<file path="src/rtl/cfg_tlp_issuer.sv">
module cfg_tlp_issuer #(
  parameter int TIMEOUT_CYCLES = 64
) (
  input  logic        clk,
  input  logic        rst_n,
  input  logic        bus_sel,
  input  logic        bus_we,
  input  logic [11:0] bus_addr,
  input  logic [31:0] bus_wdata,
  output logic [31:0] bus_rdata,
  output logic        tx_valid,
  input  logic        tx_ready,
  output logic [95:0] tx_hdr,
  output logic [31:0] tx_data,
  input  logic        cpl_valid,
  input  logic [2:0]  cpl_status,
  input  logic [31:0] cpl_data
);
  localparam int TW = $clog2(TIMEOUT_CYCLES + 1);
  localparam logic [11:0] A_HDR0 = 12'h460, A_HDR1 = 12'h464, A_HDR2 = 12'h468;
  localparam logic [11:0] A_WDAT = 12'h470, A_REQ = 12'h488, A_RDAT = 12'h48C;
  localparam logic [2:0] ST_TIMEOUT = 3'b001, ST_BADHDR = 3'b100;

  typedef enum logic [1:0] {IDLE, SEND, WAIT} phase_t;

  phase_t        phase;
  logic [31:0]   dw0, dw1, dw2, wdat, rdat;
  logic [2:0]    cpl_st;
  logic [TW-1:0] timer;

  wire busy    = phase != IDLE;
  wire waiting = phase == WAIT;
  wire wr_en   = bus_sel && bus_we;
  wire launch  = wr_en && bus_addr == A_REQ && bus_wdata[0] && !busy;
  wire is_read = dw0[31:29] == 3'd0;

  wire hdr_ok = dw0[9:0] == 10'd1 && dw0[28:24] == 5'd4 &&
                (dw0[31:29] == 3'd0 || dw0[31:29] == 3'd2) &&
                dw1[31:4] == 28'd0 && dw1[3:0] != 4'd0;

  wire cpl_take    = waiting && cpl_valid;
  wire timeout_hit = busy && !cpl_take && timer == TW'(TIMEOUT_CYCLES - 1);

  assign tx_valid = phase == SEND;
  assign tx_hdr   = {dw2, dw1, dw0};
  assign tx_data  = wdat;

  always_ff @(posedge clk) begin
    if (!rst_n) begin
      phase  <= IDLE;
      dw0    <= '0;
      dw1    <= '0;
      dw2    <= '0;
      wdat   <= '0;
      rdat   <= '0;
      cpl_st <= '0;
      timer  <= '0;
    end else begin
      if (wr_en && !busy) begin
        if (bus_addr == A_HDR0) dw0  <= bus_wdata;
        if (bus_addr == A_HDR1) dw1  <= bus_wdata;
        if (bus_addr == A_HDR2) dw2  <= bus_wdata;
        if (bus_addr == A_WDAT) wdat <= bus_wdata;
      end

      if (busy) timer <= timer + 1'b1;

      if (launch) begin
        if (hdr_ok) begin
          phase  <= SEND;
          cpl_st <= '0;
          timer  <= '0;
        end else begin
          cpl_st <= ST_BADHDR;
          rdat   <= '1;
        end
      end else if (cpl_take) begin
        phase  <= IDLE;
        cpl_st <= cpl_status;
        if (is_read) rdat <= (cpl_status == 3'd0) ? cpl_data : '1;
      end else if (timeout_hit) begin
        phase  <= IDLE;
        cpl_st <= ST_TIMEOUT;
        if (is_read) rdat <= '1;
      end else if (tx_valid && tx_ready) begin
        phase <= WAIT;
      end
    end
  end

  always_comb begin
    case (bus_addr)
      A_HDR0:  bus_rdata = dw0;
      A_HDR1:  bus_rdata = dw1;
      A_HDR2:  bus_rdata = dw2;
      A_WDAT:  bus_rdata = wdat;
      A_REQ:   bus_rdata = {24'd0, cpl_st, 4'd0, busy};
      A_RDAT:  bus_rdata = rdat;
      default: bus_rdata = '0;
    endcase
  end
endmodule

</file>
<file path="config.mk">
export PLATFORM = sky130hd
export DESIGN_NAME = cfg_tlp_issuer
export DESIGN_NICKNAME = d
export VERILOG_FILES = /design/src/rtl/cfg_tlp_issuer.sv
export SDC_FILE = /design/constraint.sdc
export NUM_CORES = 1
export LEC_CHECK = 0
export BUFFER_PORTS_ARGS = -buffer_cell sky130_fd_sc_hd__buf_2
export CORE_UTILIZATION = 40
export DETAILED_ROUTE_END_ITERATION = 10
export PLACE_DENSITY = 0.78
export REMOVE_ABC_BUFFERS = 1
export SYNTH_ARGS = -nofsm -noshare
export SYNTH_HDL_FRONTEND = slang
export SYNTH_SLANG_ARGS = --single-unit
</file>
<file path="constraint.sdc">
create_clock -name clk -period 2.43 [get_ports clk]
set_input_delay 0.6075 -clock clk [delete_from_list [all_inputs] [get_ports clk]]
set_output_delay 0.6075 -clock clk [all_outputs]
set_load 0.01 [all_outputs]
</file>
==> results.yml, run 1 <==
status:
  status: "finished with violations"
  violations: "setup timing"
yosys:
  ys_async_sr_fraction_pct: 0
  synth.area.top_cells: "dfxtp_1, nand3_1, o21ai_0"
  synth-main-ff-cell: "dfxtp_1"
  postSynthAreaPerCell_um2: 9.21
  syn-cell-area_um2: 6980
  synth_common_cells: "dfxtp_1, nand3_1, nand2_1"
  yosysTopAreaCell: "dfxtp_1"
  yosysWarnings: 0
  synth_top_area_share_pct: 49.3
  yosysMostFrequentCell: "dfxtp_1"
  yosysUniqueCellTypes: 41
  synth_edf_count: 0
  yosysSeqAreaShare_pct: 49.3
  ys_ff_latch: 172
  synth_cells: 758
power:
  p_int_uw: 4470
  p_sw_share_pct: 22.2
  p_sw_uw: 1270
  power_per_cell_area_nw_per_um2: 598
  power_frac_comb_pct: 3.9
  p_seq_share_pct: 49.1
  p_leak_uw: 0.00419
  clockPowerShare_pct: 47.0
  ir_worst_vdd_uv: 452
cells_and_area:
  area_growth_pct: 37.5
  final_layout_size_suffix_gt1_share_pct: 38.7
  finish.instance_area_um2: 9600
  fin_cells: 1247
  utilization_pct: 57.1
  layout.nets: 1098
placement:
  dpl.hpwl_mm: 16.3
  placed_cells: 1205
  dpl-instance-area_um2: 8700
  place_ws_ns: -0.429
  gp_congestion: 0.907
  portBuffers: 245
floorplanning:
  dieArea_um2: 18000
  row_count: 47
  core_area_um2: 16800
  die_y_um: 134
  boundaryPins: 246
  die_w_um: 134
  start_util_pct: 41.5
timing:
  fin_crit_ns: 2.82
  max_freq_ghz: 0.354
  period_share_pct: 116
  worst_slew_pin_slew_ns: 0.613
  fin_skew_ns: 0.00849
  setup_violations: 32
  slew_viol_final: 0
  rsz0062_at_grt: "yes"
  final.setup.tns_ns: -11.49
  maxSlewHeadroom_pct: 58.7
  final.setup.worst_slack_ns: -0.393
  hold_violations: 0
clock_tree:
  tritoncts: "built"
  clock_sinks: 172
  cts_buffers: 17
  clkLatencyLatePin_ns: 0.43
  cts_buffer_depth: 2
  cts.htree.levels: 4
  root_buffer: "clkbuf_16"
  cts.clk_slew.worst_paths_ns: 0.06
worst_setup_path:
  r2r_cells: 8
  cp-start-kind: "primary input"
  worstPathRequired_ns: 1.82
  worstPathMaxFanout: 8
  cp.arrival_ns: 2.22
  path_class: "primary input to output pin"
  crit_path_end_kind: "output pin"
routing:
  drt_iter0_drc: 685
  drc_errors: 0
  ant_nets: 0
  via_count: 7269
  via_per_inst: 5.83
  wirelength_mm: 24.6
  wire_per_inst_um: 19.8
  dr.pass1.iters: 6
global_route:
  overflow: 0
  grt_pass1_wl_mm: 36.9
  grt_pass1_vias: 6725
  track_usage_pct: 26.4
  grt_max_degree: 65
  antenna_found_initial: 3
hold_path:
  hold_path.class: "primary input to register"
  hold_path_depth: 3
flow_run:
  cap_violations: 0
## worst max-delay path, stage by stage
cell,delay (ns)
buf_6,0.09
nor4_4,0.26
buf_4,0.19
nand2_2,0.10
nor4b_4,0.27
buf_6,0.20
clkbuf_16,0.18
a222oi_1,0.10
nand2_1,0.09
buf_2,0.13
## cells in the final DEF, fill, tap and decap left out, types with 2 or more instances in the layout
master and instances:
a21oi_1 2, a222oi_1 28, a22oi_1 18, a22oi_2 22
buf_12 12, buf_2 241, buf_4 38, buf_6 9
clkbuf_1 3, clkbuf_16 19, clkbuf_8 5, clkinv_4 2
dfxtp_1 172, diode_2 2, inv_1 5, inv_6 2
mux2i_1 33, nand2_1 99, nand3_1 104, nand3_2 2
nand3b_1 3, nand4_1 7, nor2_1 18, nor2b_1 2
nor3_1 4, nor4_1 10, nor4_4 3, nor4b_1 2
nor4bb_1 2, o211ai_1 2, o21ai_0 97, o221a_1 4
o221a_2 28, xnor2_1 3, xor2_1 3
## per-layer routing
layer  track usage, %  wire length [um]
met5                0                13
met4             9.68               640
met3             6.08              2170
met2             43.5             11800
met1             33.8             10000
## cell families (layout without fill, tap and decap cells)
| group | after synthesis | after routing | synth area share [%] |
|---|---|---|---|
| AOI/OAI and AO/OA | 205 | 205 | 21.6 |
| DFF | 172 | 172 | 49.3 |
| and+or+nand+nor | 268 | 268 | 18.7 |
| adders and majority gates | 1 | 1 | 0.179 |
| muxes | 33 | 33 | 4.73 |
| buffers and inverters | 73 | 340 | 4.78 |
| xor gates and xnor gates | 6 | 6 | 0.753 |
| other | 0 | 2 | 0 |
## power by group through the flow
stage | clock network [uW] | logic, uW | registers [uW]
2_1_floorplan | 0 | 42.1 | 2880
3_3_place_gp | 0 | 211 | 2880
3_5_place_dp | 0 | 212 | 2880
4_1_cts | 2720 | 218 | 2820
5_1_grt | 2860 | 240 | 2820
6_report | 2700 | 222 | 2820
## path summary, 6_finish.rpt
path	startpoint	end	slack (ns)
max	bus_addr[1]	bus_rdata[29]	-0.39
min	cpl_status[1]	cpl_st[1]	0.45
max reg2reg	dw1[19]	rdat[17]	0.14
min reg2reg	dw2[3]	dw2[3]	0.47
## flip-flops by register name, indices dropped and copies added (netlist names)
register / count
rdat: 32
timer: 7
phase: 2
dw2: 32
dw0: 32
tx_data: 32
dw1: 32
cpl_st: 3
## what timing repair did
| item | CTS | global route |
|---|---|---|
| gates resized for setup | 25 | 24 |
| setup endpoints to repair | 32 | 32 |
| cloned | 2 | 2 |
| hold buffers | 0 | 0 |
| pin swaps | 8 | 18 |
| setup buffers | 3 | 1 |
## layout make-up
type | instances | area (um2)
Timing Repair Buffer | 303 | 1900
Clock inverter | 7 | 77.6
Antenna cell | 2 | 5.00
Multi-Input combinational cell | 513 | 3380
Sequential cell | 172 | 3440
Fill cell | 1495 | 7210
Inverter | 5 | 18.8
Tap cell | 220 | 275
Clock buffer | 25 | 505
## per-stage QoR
step,hold slack [ns],power (uW)
after floorplan,0.465,2920
after global routing,0.432,5910
after detailed placement,0.461,3090
after global placement,0.457,3090
final,0.445,5740
after CTS,0.435,5750
No activity file was read; power rests on OpenSTA's default activity.
==> inputs of run 2 (changes only) <==
SKIP_LAST_GASP = 1   (was not set)
TNS_END_PERCENT = 100   (was not set)
==> run 2 against run 1 <==
Effect of this change:
- the run still ends with setup timing left
- register-to-register slack is essentially flat
- cell count is the same
- highest routed layer unchanged
- global-route usage is essentially flat
- die area is the same
- maximum frequency is essentially flat
- clock skew is essentially flat
- first-iteration DRC count shrank 1.3%
- count of clock-buffer cells in the layout is the same
- non-clock buffer count is the same
- largest cell class unchanged
- flip-flop and latch count is the same
- sequential power is essentially flat
- worst hold slack lost 0.0013 ns
==> results.yml, run 2 (synthesis results as in run 1) <==
status:
  status: "finished with violations"
  violations: "setup timing"
global_route:
  track_usage_pct: 26.5
  grt_pass1_vias: 6725
  overflow: 0
  grt_pass1_wl_mm: 36.9
  grt_max_degree: 65
  antenna_found_initial: 3
clock_tree:
  clkLatencyLatePin_ns: 0.43
  root_buffer: "clkbuf_16"
  cts_buffers: 17
  cts.clk_slew.worst_paths_ns: 0.07
  tritoncts: "built"
  cts_buffer_depth: 2
  hold_buffers: 0
  cts.htree.levels: 4
  clock_sinks: 172
timing:
  slew_viol_final: 0
  hold_violations: 0
  final.setup.worst_slack_ns: -0.393
  rsz0062_at_grt: "yes"
  holdWs_ns: 0.444
  fin_skew_ns: 0.00803
  setup_violations: 32
  max_freq_ghz: 0.354
  worst_slew_pin_slew_ns: 0.588
  maxSlewHeadroom_pct: 60.4
  fin_crit_ns: 2.82
  period_share_pct: 116
cells_and_area:
  nFillCells: 1495
  area_growth_pct: 37.5
  final_layout_size_suffix_gt1_share_pct: 38.7
  mostFrequentLayoutCell: "buf_2"
  layout.nets: 1098
  layout_common_cells: "buf_2, dfxtp_1, nand3_1"
power:
  power.total_uw: 5740
  p_seq_share_pct: 49.1
  p_sw_uw: 1270
  ir_worst_vdd_uv: 453
  power_frac_comb_pct: 3.9
  power_per_cell_area_nw_per_um2: 598
  p_int_uw: 4470
  clockPowerShare_pct: 47.0
  p_leak_uw: 0.00419
  p_sw_share_pct: 22.2
routing:
  via_count: 7311
  drc_errors: 0
  wirelength_mm: 24.6
  via_per_inst: 5.86
  drt_iter0_drc: 676
  wire_per_inst_um: 19.7
  ant_nets: 0
  dr.pass1.iters: 7
floorplanning:
  boundaryPins: 246
  core_area_um2: 16800
  start_util_pct: 41.5
  die_w_um: 134
  die_y_um: 134
  dieArea_um2: 18000
  row_count: 47
hold_path:
  hold_path_depth: 3
  hold_path.class: "primary input to register"
  min_from: "cpl_status[1]"
  whs_endpoint: "cpl_st[1]"
worst_setup_path:
  crit_chain: "buf_6 > nor4_4 > buf_4 > nand2_2 > nor4b_4 > buf_6 > clkbuf_16 > a222oi_1 > nand2_1 > buf_2"
  crit_path_top_delay_cell: "nor4b_4"
  crit_path_end_kind: "output pin"
  cp-start-kind: "primary input"
  path_class: "primary input to output pin"
  cp.arrival_ns: 2.22
  worstPathRequired_ns: 1.82
  rrSetupSlack_ns: 0.14
  worst_r2r_startpoint: "dw1[19]"
  r2r_cells: 8
  r2r-end: "rdat[17]"
  worstPathMaxFanout: 8
  cpMostUsedCell: "buf_6"
  slowest_delay_ns: 0.27
placement:
  place_ws_ns: -0.429
  gp_congestion: 0.907
  portBuffers: 245
  dpl.hpwl_mm: 16.3
flow_run:
  cap_violations: 0
[run 2: final cells by class]
class	count	area, um2	area share, %
inverters	5	18.8	0.195
flip-flops and latches	172	3440	35.9
diodes	2	5.00	0.0521
well taps	220	275	2.87
clock buffers	25	505	5.26
repair buffers	303	1900	19.8
multi-input cells	513	3380	35.2
clock inverters	7	77.6	0.808
[run 2: how the worst max path moves through the flow]
stage	startpoint	to	slack, ns	depth (start not counted)
5_1_grt	bus_addr[1]	bus_rdata[3]	-0.45	10
3_3_place_gp	bus_addr[1]	bus_rdata[3]	-0.43	9
3_5_place_dp	bus_addr[1]	bus_rdata[3]	-0.43	9
2_1_floorplan	bus_addr[1]	dw2[0]	-1.36	5
6_report	bus_addr[1]	bus_rdata[29]	-0.39	10
4_1_cts	bus_addr[8]	bus_rdata[3]	-0.37	10
[run 2: per-layer routing]
metal,global-route usage (%),routed length [um]
met1,33.8,10100
met2,43.5,11900
met3,6.08,1980
met4,9.68,660
met5,0,13
[run 2: timing repair]
item,4_1_cts,5_1_grt
gates resized for setup,24,25
gates cloned,2,2
setup buffers,3,1
endpoints found under the hold margin,0,0
setup endpoints to repair,32,32
pin swaps,7,18
[run 2: stage by stage]
| stage | std cells | area (um2) | util (%) | setup TNS (ns) |
|---|---|---|---|---|
| 3_3_place_gp | 1205 | 8700 | 51.7 | -14.61 |
| 4_1_cts | 1242 | 9420 | 56.0 | -11.00 |
| 5_1_grt | 1246 | 9600 | 57.1 | -13.61 |
| 6_report | 1247 | 9600 | 57.1 | -11.50 |
| 3_5_place_dp | 1205 | 8700 | 51.7 | -17.30 |
| 2_1_floorplan | 690 | 6670 | - | -155.84 |
[run 2: power groups by stage]
| stage | Sequential, uW | Clock (uW) | Combinational [uW] |
|---|---|---|---|
| final | 2820 | 2700 | 223 |
| after global routing | 2820 | 2860 | 240 |
| after CTS | 2820 | 2720 | 218 |
| after detailed placement | 2880 | 0 | 212 |
| after global placement | 2880 | 0 | 211 |
| after floorplan | 2880 | 0 | 42.1 |
[run 2: worst max-delay path, delay by kind of cell]
kind | cells | cell delay [ns]
simple gates | 4 | 0.72
buf+inv | 5 | 0.79
compound gates | 1 | 0.10
==> inputs of run 3 (changes only) <==
--- a/config.mk
+++ b/config.mk
@@ -8,6 +8,7 @@
 export BUFFER_PORTS_ARGS = -buffer_cell sky130_fd_sc_hd__buf_2
 export CORE_UTILIZATION = 40
+export CTS_BUF_LIST = sky130_fd_sc_hd__clkbuf_2 sky130_fd_sc_hd__clkbuf_4 sky130_fd_sc_hd__clkbuf_8
 export DETAILED_ROUTE_END_ITERATION = 10
-export PLACE_DENSITY = 0.78
+export PLACE_DENSITY = 0.74
 export REMOVE_ABC_BUFFERS = 1
 export SKIP_LAST_GASP = 1
==> constraint.sdc (replaced) <==
create_clock -name clk -period 2.43 [get_ports clk]
set_input_delay 0.1215 -clock clk [delete_from_list [all_inputs] [get_ports clk]]
set_output_delay 0.1215 -clock clk [all_outputs]
set_load 0.01 [all_outputs]
==> run 3 against run 2 <==
Effect of this change:
- the flow now finishes without violations
- clock power shrank 31%
- cell count grew 3.0%
- first-iteration DRC count shrank 3.7%
- critical path type is now register to register
- highest routed layer is now met4
==> results.yml, run 3 (synthesis results as in run 1) <==
status:
  status: "complete, no violations"
worst_setup_path:
  r2r_cells: 8
  crit_path_end_kind: "register"
  worst_r2r_startpoint: "dw1[8]"
  worstPathMaxFanout: 24
  rrSetupSlack_ns: 0.13
  path_class: "register to register"
  cp-start-kind: "register"
  cp.arrival_ns: 2.65
  r2r-end: "rdat[12]"
  worstPathRequired_ns: 2.78
  crit_path_start: "dw1[8]"
routing:
  via_per_inst: 5.63
  drt_iter0_drc: 651
  dr.pass1.iters: 5
  ant_nets: 0
  drc_errors: 0
  wire_per_inst_um: 18.9
  via_count: 7235
  wirelength_mm: 24.3
clock_tree:
  clock_sinks: 172
  root_buffer: "clkbuf_8"
  cts.clk_slew.worst_paths_ns: 0.09
  tritoncts: "built"
  cts_buffer_depth: 2
  cts_buffers: 17
  cts_resized: 0
  cts.htree.levels: 4
  clkLatencyLatePin_ns: 0.46
placement:
  gp_congestion: 0.812
  dpl.hpwl_mm: 16.1
  portBuffers: 245
  placed_cells: 1187
  place_ws_ns: 0.0715
global_route:
  grt_pass1_vias: 6709
  grt_max_degree: 67
  grt_pass1_wl_mm: 36.4
  overflow: 0
  track_usage_pct: 26.3
  antenna_found_initial: 1
timing:
  fin_skew_ns: 0.0167
  setup_violations: 0
  worst_slew_pin_slew_ns: 0.679
  rsz0062_at_grt: "no"
  fin_crit_ns: 2.30
  hold_violations: 0
  final.setup.worst_slack_ns: 0.133
  final.setup.tns_ns: 0
  slew_viol_final: 0
  max_freq_ghz: 0.435
  maxSlewHeadroom_pct: 54.8
  period_share_pct: 94.5
hold_path:
  min_from: "bus_wdata[0]"
  whs_endpoint: "dw2[0]"
  hold_path_depth: 3
  hold_path.class: "primary input to register"
floorplanning:
  boundaryPins: 246
  start_util_pct: 41.5
  row_count: 47
  die_y_um: 134
  core_area_um2: 16800
  die_w_um: 134
  dieArea_um2: 18000
cells_and_area:
  layout_common_cells: "buf_2, dfxtp_1, nand3_1"
  layout.nets: 1137
  mostFrequentLayoutCell: "buf_2"
  utilization_pct: 56.6
  fin_cells: 1285
  final_layout_size_suffix_gt1_share_pct: 33.0
  area_growth_pct: 36.3
flow_run:
  cap_violations: 0
power:
  ir_worst_vdd_uv: 402
  power_per_cell_area_nw_per_um2: 521
  p_leak_uw: 0.00415
[run 3: cell count changes in the layout (fill, tap and decap cells not counted), sizes merged]
cell / previous run / this run
inv: 7 / 8
clkinvlp: 1 / 7
buf: 301 / 277
diode: 2 / 1
bufinv: 1 / 0
clkbuf: 27 / 21
clkinv: 3 / 1
dlygate4sd3: 0 / 65
[run 3: cell type report]
type / instances / area, um2
Antenna cell: 1 / 2.50
Timing Repair Buffer: 342 / 2170
Clock buffer: 21 / 270
Sequential cell: 172 / 3440
Clock inverter: 11 / 87.6
Inverter: 5 / 18.8
Multi-Input combinational cell: 513 / 3250
Tap cell: 220 / 275
Fill cell: 1538 / 7300
[run 3: worst max-delay path by stage]
stage / cells after the start / end
after global placement: 7 / rdat[25]
final: 8 / rdat[12]
after global routing: 7 / rdat[3]
after floorplan: 5 / dw2[0]
after detailed placement: 7 / rdat[11]
after CTS: 7 / rdat[12]
[run 3: critical path, cell delays in order, from the launching register on]
cell and delay [ns]:
dfxtp_1 0.36, nor4_1 0.60, buf_4 0.22, nand2_1 0.06
nor4_2 0.24, buf_4 0.18, o41ai_4 0.09, buf_12 0.18
o221a_2 0.25
[run 3: layer usage]
layer  up-vias  wire length, um  track usage [%]
met5         -                0                0
met4         0              499             8.68
met3        37             1850             6.12
met2       339            11500             43.1
met1      3430            10400             33.9
li1       3429                -                -
[run 3: through the flow]
| step | power (uW) | hold WS, ns | instance area, um2 |
|---|---|---|---|
| 2_1_floorplan | 2920 | 0.252 | 6670 |
| 3_3_place_gp | 3080 | 0.389 | 8510 |
| 4_1_cts | 4980 | 0.0201 | 9520 |
| 6_report | 4960 | 0.0366 | 9520 |
| 5_1_grt | 5130 | 0.0289 | 9520 |
| 3_5_place_dp | 3080 | 0.390 | 8510 |
[run 3: repair_timing]
action	in CTS	in global routing
hold endpoints to repair	118	0
setup buffers	0	0
hold buffers	65	0
[run 3: power by group]
| group | leakage [uW] | internal (uW) | switching [uW] |
|---|---|---|---|
| Clock | 0.000162 | 777 | 1080 |
| Sequential | 0.00138 | 2820 | 0.127 |
| Combinational | 0.00261 | 142 | 144 |
| Total | 0.00415 | 3740 | 1220 |
